==> config.mk <==
export PLATFORM = sky130hd
export DESIGN_NAME = excl_gate
export DESIGN_NICKNAME = d
export VERILOG_FILES = /design/src/rtl/excl_pkg.sv /design/src/rtl/excl_flag.sv /design/src/rtl/excl_store_gate.sv /design/src/rtl/excl_mem.sv /design/src/rtl/excl_gate.sv
export SDC_FILE = /design/constraint.sdc
export NUM_CORES = 1
export LEC_CHECK = 0
export BUFFER_PORTS_ARGS = -buffer_cell sky130_fd_sc_hd__buf_2
export CAP_MARGIN = 0
export CORE_ASPECT_RATIO = 0.5
export CORE_MARGIN = 5
export CORE_UTILIZATION = 55
export DETAILED_ROUTE_END_ITERATION = 16
export PLACE_DENSITY = 0.71
export SLEW_MARGIN = 20
export SYNTH_ARGS = -nofsm -noshare
export SYNTH_HDL_FRONTEND = slang
export SYNTH_SLANG_ARGS = --single-unit
==> constraint.sdc <==
create_clock -name clk_i -period 2.35 [get_ports clk_i]
set_input_delay 0.235 -clock clk_i [delete_from_list [all_inputs] [get_ports clk_i]]
set_output_delay 0.235 -clock clk_i [all_outputs]
set_load 0.05 [all_outputs]
==> src/rtl/excl_pkg.sv <==
package excl_pkg;
  typedef enum logic [1:0] {
    OP_LD  = 2'd0,
    OP_ST  = 2'd1,
    OP_LDX = 2'd2,
    OP_STX = 2'd3
  } excl_op_e;
endpackage

==> src/rtl/excl_flag.sv <==
module excl_flag (
  input  logic clk_i,
  input  logic rst_ni,
  input  logic arm_i,
  input  logic drop_i,
  output logic armed_o
);
  always_ff @(posedge clk_i or negedge rst_ni) begin
    if (!rst_ni)     armed_o <= 1'b0;
    else if (drop_i) armed_o <= 1'b0;
    else if (arm_i)  armed_o <= 1'b1;
  end
endmodule

==> src/rtl/excl_store_gate.sv <==
module excl_store_gate
  import excl_pkg::*;
(
  input  logic     req_valid_i,
  input  excl_op_e req_op_i,
  input  logic     armed_i,
  input  logic     clear_i,
  output logic     mem_we_o,
  output logic     status_o,
  output logic     arm_o,
  output logic     drop_o
);
  logic is_stx, is_ldx, is_st;

  assign is_stx = req_valid_i && (req_op_i == OP_STX);
  assign is_ldx = req_valid_i && (req_op_i == OP_LDX);
  assign is_st  = req_valid_i && (req_op_i == OP_ST);

  always_comb begin
    mem_we_o = is_st;
    status_o = 1'b0;
    if (is_stx) begin
      // a clear in the same cycle counts as an interrupt before the store
      if (armed_i && !clear_i) mem_we_o = 1'b1;
      else                     status_o = 1'b1;
    end
  end

  assign arm_o  = is_ldx;
  assign drop_o = is_stx || clear_i;
endmodule

==> src/rtl/excl_mem.sv <==
module excl_mem #(
  parameter int unsigned DW    = 32,
  parameter int unsigned DEPTH = 16,
  localparam int unsigned AW   = $clog2(DEPTH)
) (
  input  logic          clk_i,
  input  logic          rst_ni,
  input  logic          re_i,
  input  logic          we_i,
  input  logic [AW-1:0] addr_i,
  input  logic [DW-1:0] wdata_i,
  output logic [DW-1:0] rdata_o
);
  logic [DW-1:0] mem_q [DEPTH];

  always_ff @(posedge clk_i or negedge rst_ni) begin
    if (!rst_ni) begin
      for (int i = 0; i < DEPTH; i++) mem_q[i] <= '0;
      rdata_o <= '0;
    end else begin
      if (we_i) mem_q[addr_i] <= wdata_i;
      if (re_i) rdata_o <= mem_q[addr_i];
    end
  end
endmodule

==> src/rtl/excl_gate.sv <==
module excl_gate
  import excl_pkg::*;
#(
  parameter int unsigned DW    = 32,
  parameter int unsigned DEPTH = 16,
  localparam int unsigned AW   = $clog2(DEPTH)
) (
  input  logic          clk_i,
  input  logic          rst_ni,
  input  logic          req_valid_i,
  input  logic [1:0]    req_op_i,
  input  logic [AW-1:0] req_addr_i,
  input  logic [DW-1:0] req_wdata_i,
  input  logic          clear_i,
  output logic          rsp_valid_o,
  output logic [DW-1:0] rsp_rdata_o,
  output logic          rsp_status_o
);
  excl_op_e op;
  logic     excl_q, mem_we, status_d, arm, drop, mem_re;

  assign op     = excl_op_e'(req_op_i);
  assign mem_re = req_valid_i && ((op == OP_LD) || (op == OP_LDX));

  excl_store_gate u_gate (
    .req_valid_i (req_valid_i),
    .req_op_i    (op),
    .armed_i     (excl_q),
    .clear_i     (clear_i),
    .mem_we_o    (mem_we),
    .status_o    (status_d),
    .arm_o       (arm),
    .drop_o      (drop)
  );

  excl_flag u_flag (
    .clk_i   (clk_i),
    .rst_ni  (rst_ni),
    .arm_i   (arm),
    .drop_i  (drop),
    .armed_o (excl_q)
  );

  excl_mem #(.DW(DW), .DEPTH(DEPTH)) u_mem (
    .clk_i   (clk_i),
    .rst_ni  (rst_ni),
    .re_i    (mem_re),
    .we_i    (mem_we),
    .addr_i  (req_addr_i),
    .wdata_i (req_wdata_i),
    .rdata_o (rsp_rdata_o)
  );

  always_ff @(posedge clk_i or negedge rst_ni) begin
    if (!rst_ni) begin
      rsp_valid_o  <= 1'b0;
      rsp_status_o <= 1'b0;
    end else begin
      rsp_valid_o  <= req_valid_i;
      rsp_status_o <= req_valid_i && status_d;
    end
  end
endmodule

==> key figures, run 1 <==
Status
  • Status: finished, final reports clean

Critical path
  • CP Capture Type: flop
  • Worst Path Max Fanout: 15
  • CP Cell Sequence: dlygate4sd3_1 > buf_2 > nand2b_4 > a21o_4 > buf_4 > nor4_4 > buf_4 > mux2_2
  • Crit path depth: 8
  • CP Data Arrival Time: 2.58 ns
  • Crit-path leading delay family: buffers and inverters
  • CP Buf/Inv Count: 4
  • Crit-path max cell delay: 0.53 ns
  • Worst flop-to-flop path startpoint: u_flag.armed_o
  • Worst R2R Setup Slack: 0.24 ns
  • R2r endpoint: u_mem.mem_q[115]
  • CP max-delay cell: dlygate4sd3_1
  • Setup CP Type: in2reg
  • Worst reg2reg path depth: 6
  • Crit start category: input pin
  • CP endpoint: u_mem.mem_q[115]
  • Worst EP required: 2.79 ns
  • Launch point of the critical path: clear_i
  • Most used cell, CP: buf_4

Finish
  • Nets: 1818
  • Register area: 13700 sq um
  • Design area: 27700 sq um
  • Layout cell share with drive strength beyond 1: 41.8%
  • Post-Layout Cell Count: 2401
  • Filler cells: 3231
  • Area Overhead vs Synth: 12.5%
  • Multi-input gate area: 10300 sq um

Route
  • Vias per std cell: 6.20
  • Pre-antenna DRT Iters: 5
  • Initial drt markers: 1033
  • Routed Antenna Nets: 0
  • Final wirelength: 61.0 mm
  • Vias: 14890
  • Routed wire length per instance: 25.4 um
  • Drt drc: 0

Logic synthesis
  • Syn. warnings: 0
  • Post-synth EDFFs: 0
  • Syn nets: 1757
  • Post-synth cell types: 33
  • Synth area leaders: dfrtp_1 56%, mux2_2 20%, mux2i_1 7.8%
  • Sequential area share after synthesis: 55.6%
  • #FFs+latches synth: 547
  • Top FF cell, synth: dfrtp_1
  • Ys async rst share: 100%
  • Post-Syn Instances: 1715
  • Post-synthesis cell area: 24600 sq um
  • Count leader, synth: dfrtp_1
  • Area leader, netlist: dfrtp_1
  • Avg Cell Area, Syn: 14.4 sq um
  • Share of the synthesized area in the top cell type: 55.6%
  • Most frequent cells after synthesis: 547 x dfrtp_1, 442 x mux2_2, 192 x mux2i_1

Global route
  • Vias in the first global route: 15992
  • Met1 usage: 36.1%
  • Largest net degree at the start of global routing: 112
  • GR peak layer: met2
  • Global-route wire length before repair: 96.2 mm
  • GR Overflow Total: 0
  • Initial antenna violation count: 2
  • Met3 Use GR: 5.53%
  • All-layer global routing usage: 25.0%
  • M2 GR Usage: 38.7%

Clock network
  • Inserted Clock Buffers: 49
  • Worst-Skew Late Latency: 0.57 ns
  • Clk buf depth: 3
  • CTS clk-pin slew, worst paths: 0.06 ns
  • CTS tree: built
  • Clock Tree Root: clkbuf_16
  • Max H-tree Level: 2
  • CTS sink cnt: 547

Placement
  • Placed inst area: 26100 sq um
  • Routability Congestion: 0.785
  • Placed cells: 2309
  • Post-DP HPWL: 38.1 mm
  • Pre-CTS setup slack: 0.213 ns
  • Buffers on Ports: 75

Worst hold path
  • Worst min path class: in2reg

Timing
  • Rel. slew slack: 52.6%
  • Unrepaired setup endpoints after global routing: no
  • Fmax: 0.468 GHz
  • Minimum clock period: 2.14 ns
  • Worst slew pin tran: 0.711 ns
  • Final TNS setup: 0 ns
  • Final setup margin: 0.215 ns
  • Period Utilization, post-route: 90.9%
  • Final setup vio count: 0
  • Final Hold Viols: 0
  • Final Skew: 0.0149 ns
  • Max-slew violation count: 0

Power
  • Power Density: 816 nW/um^2
  • Worst ir drop on vdd: 0.536 mV
  • Leakage power: 13.2 nW

Floorplanning
  • Starting density of the core: 56.0%
  • Die H: 160 um
  • Die footprint: 49300 sq um
  • Ports: 76
  • Die Wd: 309 um
  • Core area: 43900 sq um
  • Rows: 54

Job
  • Max_cap viols: 0
cell usage in the layout, fill, tap and decap left out, types with 2 or more instances in the layout:
cell type	n
a221oi_1	16
a2bb2oi_1	16
a31oi_1	32
buf_12	25
buf_2	72
buf_4	56
buf_8	2
clkbuf_1	12
clkbuf_16	49
clkbuf_8	15
clkinv_2	8
dfrtp_1	547
diode_2	2
dlygate4sd3_1	4
mux2_1	40
mux2_2	442
mux2_4	30
mux2i_1	192
mux4_2	32
nand2_1	20
nand2b_1	4
nand3_1	17
nand3b_1	3
nor2_1	67
nor2b_4	2
nor3_4	9
nor4_4	5
o21ai_0	16
o22ai_1	64
or3b_2	3
per-stage QoR:
| stage | hold WS, ns | util, % | power [mW] |
|---|---|---|---|
| floorplan | -0.0606 | - | 13.7 |
| global placement | 0.158 | 59.4 | 14.6 |
| detailed placement | 0.162 | 59.4 | 14.9 |
| CTS | 0.0231 | 63.0 | 22.7 |
| global route | 0.0253 | 63.0 | 23.5 |
| finish | 0.0493 | 63.0 | 22.6 |
layout make-up:
type,instances,area share [%]
Sequential cell,547,49.4
Multi-Input combinational cell,1018,37.3
Clock buffer,76,5.34
Timing Repair Buffer,160,4.92
Tap cell,588,2.66
Clock inverter,10,0.294
Antenna cell,2,0.0181
logic make-up after synthesis:
logic type             after synthesis  share of synthesized area [%]
buffers and inverters              150                           2.88
DFF                                547                           55.6
and+or+nand+nor                    136                           2.91
AOI/OAI and AO/OA                  146                           3.99
muxes                              736                           34.6
registers in the layout, summed over array words and instances (netlist names):
name	count
u_mem.rdata_o	32
rsp_status_o	1
u_flag.armed_o	1
rsp_valid_o	1
u_mem.mem_q	512
metal layers:
metal | vias up | routed length (um)
met5 | - | 0
met4 | 0 | 1560
met3 | 93 | 4010
met2 | 409 | 28300
met1 | 7977 | 27200
li1 | 6411 | -
how the worst min path moves through the flow:
stage                            from                to  slack, ns  depth (start not counted)
after floorplan                rst_ni      rsp_status_o      -0.06                          0
after global placement         rst_ni  u_mem.mem_q[319]       0.16                          1
after detailed placement       rst_ni  u_mem.mem_q[287]       0.16                          1
after CTS                 req_op_i[0]      rsp_status_o       0.02                          2
after global routing      req_op_i[0]      rsp_status_o       0.03                          2
final                     req_op_i[0]      rsp_status_o       0.05                          2
power by group:
| part | switching [mW] | internal (mW) | total, mW |
|---|---|---|---|
| registers | 0.710 | 10.7 | 11.4 |
| clock network | 3.46 | 4.42 | 7.89 |
| logic | 1.62 | 1.64 | 3.27 |
| total | 5.80 | 16.8 | 22.6 |
repair_timing:
item,4_1_cts,5_1_grt
hold endpoints to repair,189,0
gates resized for setup,0,0
hold buffers,4,0
setup buffers,0,0
Note: power is estimated with default switching activity, not from simulation.
==> run 2: changes to the inputs <==
==> constraint.sdc (replaced) <==
create_clock -name clk_i -period 2.35 [get_ports clk_i]
set_input_delay 0.3525 -clock clk_i [delete_from_list [all_inputs] [get_ports clk_i]]
set_output_delay 0.3525 -clock clk_i [all_outputs]
set_load 0.05 [all_outputs]
==> run 2 against run 1 <==
  * Clock power increased by 3.9%
  * Critical path depth stayed put
  * Register-to-register slack got worse by 0.02 ns
  * Sequential share of layout area down 0.34 points
  * Power is 1.4% higher
  * Final cell count rose by 0.12%
  * Global-route usage decreased by 0.30 points
  * Final area rose by 0.70%
==> key figures, run 2 (synthesis gave the netlist of run 1 again) <==
Status
  • Status: finished, final reports clean (unchanged)

Timing
  • Final setup margin: 0.0550 ns (was 0.215 ns)
  • Period Utilization, post-route: 97.7% (was 90.9%)
  • Fmax: 0.436 GHz (was 0.468 GHz)
  • Max-slew violation count: 0 (unchanged)
  • Minimum clock period: 2.30 ns (was 2.14 ns)
  • Unrepaired setup endpoints after global routing: no (unchanged)
  • Final TNS setup: 0 ns (unchanged)
  • Final setup vio count: 0 (unchanged)
  • Rel. slew slack: 44.8% (was 52.6%)
  • Final Hold Viols: 0 (unchanged)
  • Final Skew: 0.0103 ns (was 0.0149 ns)
  • Worst slew pin tran: 0.828 ns (was 0.711 ns)

Route
  • Vias per std cell: 6.19 (was 6.20)
  • Routed Antenna Nets: 0 (unchanged)
  • Vias: 14891 (was 14890)
  • Pre-antenna DRT Iters: 6 (was 5)
  • Final wirelength: 60.1 mm (was 61.0 mm)
  • Drt drc: 0 (unchanged)
  • Routed wire length per instance: 25.0 um (was 25.4 um)
  • Initial drt markers: 1133 (was 1033)

Critical path
  • Worst Path Max Fanout: 15 (unchanged)
  • Crit start category: input pin (unchanged)
  • Setup CP Type: in2reg (unchanged)
  • Worst EP required: 2.79 ns (about the same)
  • CP Capture Type: flop (unchanged)
  • CP Data Arrival Time: 2.73 ns (was 2.58 ns)
  • CP Buf/Inv Count: 4 (unchanged)
  • Most used cell, CP: buf_4 (unchanged)
  • Crit-path max cell delay: 0.55 ns (was 0.53 ns)
  • CP Cell Sequence: dlygate4sd3_1 > buf_2 > nand2b_4 > a21o_4 > buf_4 > nor4_4 > buf_4 > mux2_2 (unchanged)
  • CP max-delay cell: dlygate4sd3_1 (unchanged)
  • Crit-path leading delay family: buffers and inverters (unchanged)

Clock network
  • Max H-tree Level: 2 (unchanged)
  • Post-CTS setup buffer count: 0 (unchanged)
  • CTS sink cnt: 547 (unchanged)
  • Worst-Skew Late Latency: 0.56 ns (was 0.57 ns)
  • Inserted Clock Buffers: 49 (unchanged)
  • CTS tree: built (unchanged)
  • Clock Tree Root: clkbuf_16 (unchanged)
  • CTS clk-pin slew, worst paths: 0.06 ns (about the same)
  • Clk buf depth: 3 (unchanged)

Floorplanning
  • Die footprint: 49300 sq um (unchanged)
  • Die H: 160 um (unchanged)
  • Rows: 54 (unchanged)
  • Die Wd: 309 um (unchanged)
  • Ports: 76 (unchanged)
  • Core area: 43900 sq um (unchanged)
  • Starting density of the core: 56.0% (unchanged)

Placement
  • Placed cells: 2312 (was 2309)
  • Pre-CTS setup slack: 0.0878 ns (was 0.213 ns)
  • Buffers on Ports: 75 (unchanged)
  • Routability Congestion: 0.803 (was 0.785)
  • Post-DP HPWL: 38.0 mm (was 38.1 mm)
  • Placed inst area: 26200 sq um (was 26100 sq um)

Finish
  • Largest reg by FF count: u_mem.mem_q (unchanged)
  • Post-Layout Cell Count: 2404 (was 2401)
  • Top Registers: u_mem.mem_q (512), u_mem.rdata_o (32) (unchanged)
  • Nets: 1820 (was 1818)
  • Commonest non-fill, non-tap cells in the layout: 547 x dfrtp_1, 442 x mux2_2, 192 x mux2i_1, 72 x buf_2, 67 x nor2_1 (unchanged)
  • Design area: 27900 sq um (was 27700 sq um)
  • Filler cells: 3186 (was 3231)
  • Area Overhead vs Synth: 13.3% (was 12.5%)
  • Layout cell share with drive strength beyond 1: 41.9% (was 41.8%)
  • Leading cell type in the layout, fill and taps excluded: dfrtp_1 (unchanged)
  • Max FFs per register: 512 (unchanged)

Global route
  • Met1 usage: 35.7% (was 36.1%)
  • Largest net degree at the start of global routing: 87 (was 112)
  • GR peak layer: met2 (unchanged)
  • M2 GR Usage: 39.9% (was 38.7%)
  • Met3 Use GR: 4.47% (was 5.53%)
  • Global-route wire length before repair: 95.6 mm (was 96.2 mm)
  • All-layer global routing usage: 24.7% (was 25.0%)
  • Initial antenna violation count: 2 (unchanged)
  • GR Overflow Total: 0 (unchanged)
  • Vias in the first global route: 16181 (was 15992)

Power
  • Total power: 22.9 mW (was 22.6 mW)
  • Power Density: 821 nW/um^2 (was 816 nW/um^2)
  • Worst ir drop on vdd: 0.540 mV (was 0.536 mV)
  • Leakage power: 13.2 nW (about the same)

Worst hold path
  • Worst min path class: in2reg (unchanged)

Job
  • Max_cap viols: 0 (unchanged)
-- run 2: where the power goes --
part / total [mW] / switching [mW] / internal, mW / leakage, nW
logic: 3.26 / 1.62 / 1.65 / 5.23
clock network: 8.20 / 3.40 / 4.79 / 0.811
registers: 11.4 / 0.709 / 10.7 / 7.21
total: 22.9 / 5.73 / 17.2 / 13.2
-- run 2: repair_timing --
action	CTS	global route
hold buffers	3	0
endpoints found under the hold margin	36	0
resized for setup	0	0
-- run 2: metal layers --
layer / routed length [um] / part of all wire, %
met5: 0 / 0
met1: 27400 / 46
met2: 28500 / 47
met3: 3140 / 5.2
met4: 1060 / 1.8
-- run 2: area by class of cell --
cell class	count	area (sq um)	share of cell area (%)
clock buffer	75	1450	5.22
multi-input combinational	1018	10300	37.1
timing repair buffer	162	1480	5.29
clock inverter	12	185	0.664
tap	588	736	2.64
sequential	547	13700	49.1
antenna	2	5.00	0.0180
-- run 2: per-stage QoR --
step           utilization [%]  hold slack [ns]
3_5_place_dp              59.7            0.275
4_1_cts                   63.5           0.0887
6_report                  63.5            0.119
3_3_place_gp              59.7            0.268
5_1_grt                   63.5           0.0939
2_1_floorplan                -           0.0569
-- run 2: final timing paths --
kind | start | endpoint | slack, ns | cells past startpoint
max in group asynchronous | rst_ni | u_mem.mem_q[369] | 1.23 | 3
min reg2reg | u_mem.mem_q[414] | u_mem.mem_q[414] | 0.48 | 1
min | req_op_i[1] | rsp_status_o | 0.12 | 2
min in group asynchronous | rst_ni | u_mem.mem_q[287] | 0.28 | 2
max | clear_i | u_mem.mem_q[383] | 0.05 | 8
max reg2reg | u_flag.armed_o | u_mem.mem_q[383] | 0.22 | 6
==> run 3: changes to the inputs <==
--- a/config.mk
+++ b/config.mk
@@ -9,9 +9,10 @@
 export CAP_MARGIN = 0
 export CORE_ASPECT_RATIO = 0.5
 export CORE_MARGIN = 5
-export CORE_UTILIZATION = 55
+export CORE_UTILIZATION = 60
+export CTS_BUF_LIST = sky130_fd_sc_hd__clkbuf_4
 export DETAILED_ROUTE_END_ITERATION = 16
-export PLACE_DENSITY = 0.71
+export PLACE_DENSITY = 0.76
 export SLEW_MARGIN = 20
 export SYNTH_ARGS = -nofsm -noshare
 export SYNTH_HDL_FRONTEND = slang
==> constraint.sdc (replaced) <==
create_clock -name clk_i -period 2.9 [get_ports clk_i]
set_input_delay 0.435 -clock clk_i [delete_from_list [all_inputs] [get_ports clk_i]]
set_output_delay 0.435 -clock clk_i [all_outputs]
set_load 0.05 [all_outputs]
==> run 3 against run 2 <==
  * Final area shrank 1.4%
  * Sequential share of layout area grew 0.72 points
  * Highest routed layer unchanged
  * Hold slack lost 0.054 ns
  * Final cell count grew 3.2%
  * First-iteration DRC count shrank 0.79%
  * Global-route usage grew 2.6 points
  * Via count grew 3.6%
  * Register-to-register slack gained 0.39 ns
  * Non-clock buffer count shrank 5
  * Combinational power shrank 19%
  * Sequential cell count is the same
  * Critical path type is now reg2reg
  * Critical path depth shrank 3
==> key figures, run 3 (synthesis gave the netlist of run 1 again) <==
Route
  • Routed Antenna Nets: 0 (unchanged)
  • Vias: 15423 (was 14891)
  • Final wirelength: 60.6 mm (was 60.1 mm)
  • Vias per std cell: 6.21 (was 6.19)
  • Routed wire length per instance: 24.4 um (was 25.0 um)
  • Drt drc: 0 (unchanged)
  • Initial drt markers: 1124 (was 1133)
  • Pre-antenna DRT Iters: 5 (was 6)

Timing
  • Rel. slew slack: 43.2% (was 44.8%)
  • Final setup margin: 0.607 ns (was 0.0550 ns)
  • Period Utilization, post-route: 79.1%
  • Final setup vio count: 0 (unchanged)
  • Worst slew pin tran: 0.853 ns (was 0.828 ns)
  • Min Hold Slack: 0.0643 ns (was 0.119 ns)
  • Max-slew violation count: 0 (unchanged)
  • Final Hold Viols: 0 (unchanged)
  • Unrepaired setup endpoints after global routing: no (unchanged)
  • Minimum clock period: 2.29 ns
  • Fmax: 0.436 GHz
  • Final Skew: 0.0314 ns (was 0.0103 ns)
  • Final TNS setup: 0 ns (unchanged)

Critical path
  • Crit-path leading delay family: simple AND/OR/NAND/NOR gates (was buffers and inverters)
  • Crit-path max cell delay: 0.70 ns (was 0.55 ns)
  • CP Buf/Inv Count: 1 (was 4)
  • CP Cell Sequence: nand2b_4 > a21o_4 > or4_2 > buf_4 > mux2_4 (was dlygate4sd3_1 > buf_2 > nand2b_4 > a21o_4 > buf_4 > nor4_4 > buf_4 > mux2_2)
  • CP Data Arrival Time: 2.97 ns (was 2.73 ns)
  • Crit start category: flop (was input pin)
  • Worst EP required: 3.58 ns (was 2.79 ns)
  • CP max-delay cell: or4_2 (was dlygate4sd3_1)
  • Setup CP Type: reg2reg (was in2reg)
  • Crit path depth: 5 (was 8)
  • Worst reg2reg path depth: 5 (was 6)
  • CP Capture Type: flop (unchanged)
  • Worst Path Max Fanout: 17 (was 15)

Floorplanning
  • Rows: 52 (was 54)
  • Die footprint: 45400 sq um (was 49300 sq um)
  • Core area: 40500 sq um (was 43900 sq um)
  • Die H: 153 um (was 160 um)
  • Ports: 76 (unchanged)
  • Starting density of the core: 60.8% (was 56.0%)
  • Die Wd: 296 um (was 309 um)

Clock network
  • Clk buf depth: 3 (unchanged)
  • CTS clk-pin slew, worst paths: 0.07 ns (was 0.06 ns)
  • Post-CTS Resized: 0 (unchanged)
  • Post-CTS setup buffer count: 0 (unchanged)
  • CTS Hold Buffers Added: 9 (was 3)
  • CTS sink cnt: 547 (unchanged)
  • CTS tree: built (unchanged)
  • Worst-Skew Late Latency: 0.82 ns (was 0.56 ns)
  • Inserted Clock Buffers: 130 (was 49)
  • Clock Tree Root: clkbuf_4 (was clkbuf_16)
  • Max H-tree Level: 4 (was 2)

Finish
  • Max FFs per register: 512 (unchanged)
  • Layout cell share with drive strength beyond 1: 44.8% (was 41.9%)
  • Design area: 27500 sq um (was 27900 sq um)
  • Largest reg by FF count: u_mem.mem_q (unchanged)
  • Leading cell type in the layout, fill and taps excluded: dfrtp_1 (unchanged)
  • Commonest non-fill, non-tap cells in the layout: 547 x dfrtp_1, 442 x mux2_2, 192 x mux2i_1, 189 x clkbuf_4, 72 x buf_2 (was 547 x dfrtp_1, 442 x mux2_2, 192 x mux2i_1, 72 x buf_2, 67 x nor2_1)
  • Area Overhead vs Synth: 11.6% (was 13.3%)
  • Final core occ: 67.9% (was 63.5%)
  • Top Registers: u_mem.mem_q (512), u_mem.rdata_o (32) (unchanged)
  • Nets: 1896 (was 1820)
  • Post-Layout Cell Count: 2482 (was 2404)

Power
  • Switching part of the total: 27.3% (was 25.0%)
  • Power Density: 654 nW/um^2 (was 821 nW/um^2)
  • Psw: 4.90 mW (was 5.73 mW)
  • Clock share of power: 33.9% (was 35.8%)
  • Sequential share of power: 51.5% (was 49.9%)
  • Worst ir drop on vdd: 0.303 mV (was 0.540 mV)
  • Int Pwr: 13.1 mW (was 17.2 mW)
  • Leakage power: 13.3 nW (was 13.2 nW)
  • Total power: 18.0 mW (was 22.9 mW)
  • Logic pwr share: 14.6% (was 14.3%)

Global route
  • Initial antenna violation count: 2 (unchanged)
  • Largest net degree at the start of global routing: 115 (was 87)
  • All-layer global routing usage: 27.2% (was 24.7%)
  • GR Overflow Total: 0 (unchanged)
  • Vias in the first global route: 16820 (was 16181)
  • Global-route wire length before repair: 95.7 mm (was 95.6 mm)

Placement
  • Placed inst area: 25800 sq um (was 26200 sq um)
  • Routability Congestion: 0.811 (was 0.803)
  • Placed cells: 2253 (was 2312)
  • Pre-CTS setup slack: 0.355 ns (was 0.0878 ns)
  • Post-DP HPWL: 37.0 mm (was 38.0 mm)
  • Buffers on Ports: 75 (unchanged)

Worst hold path
  • Worst min path class: in2reg (unchanged)
  • Hold-critical path depth: 2 (unchanged)

Job
  • Max_cap viols: 0 (unchanged)

Status
  • Status: finished, final reports clean (unchanged)
run 3: cell count changes in the layout (fill, tap and decap cells not counted):
cell	change
clkbuf_4	+189
clkbuf_16	-49
clkinv_1	+23
buf_12	-19
clkbuf_1	-13
clkbuf_8	-13
buf_4	+8
clkinv_2	-6
dlygate4sd3_1	+6
bufinv_16	-4
inv_2	+4
run 3: cell type report:
cell class / count / area (sq um)
diodes: 2 / 5.00
repair buffers: 157 / 1210
fillers: 2817 / 13000
clock buffers: 189 / 1420
multi-input cells: 1018 / 10300
well taps: 540 / 676
flip-flops and latches: 547 / 13700
clock inverters: 29 / 136
run 3: worst register-to-register path: cells and delay by family (launching register included):
family,cells,cell delay (ns)
muxes,1,0.34
buffers and inverters,1,0.29
AOI/OAI and AO/OA,1,0.35
DFF,1,0.40
and+or+nand+nor,2,0.78
run 3: power groups by stage:
stage | clock (mW) | combinational [mW] | sequential (mW)
CTS | 6.21 | 2.65 | 9.24
detailed placement | 0 | 2.63 | 9.39
global placement | 0 | 2.50 | 9.28
finish | 6.09 | 2.63 | 9.26
floorplan | 0 | 1.71 | 9.41
global route | 6.69 | 2.85 | 9.37
run 3: final timing paths:
check	startpoint	endpoint	slack, ns
min in group asynchronous	rst_ni	u_mem.mem_q[350]	0.18
hold reg to reg	u_mem.mem_q[359]	u_mem.mem_q[359]	0.49
setup / recovery	u_flag.armed_o	u_mem.mem_q[251]	0.61
max in group asynchronous	rst_ni	u_mem.mem_q[409]	1.65
setup reg to reg	u_flag.armed_o	u_mem.mem_q[251]	0.61
hold / removal	req_wdata_i[27]	u_mem.mem_q[411]	0.06
run 3: layer usage:
| layer | wire, um | share of wire [%] | vias to the layer above | track usage [%] |
|---|---|---|---|---|
| li1 | - | - | 6620 | - |
| met1 | 26100 | 43 | 8091 | 37.3 |
| met2 | 28800 | 47 | 564 | 43.2 |
| met3 | 3940 | 6.5 | 148 | 6.50 |
| met4 | 1860 | 3.1 | 0 | 9.88 |
| met5 | 0 | 0 | - | 0 |
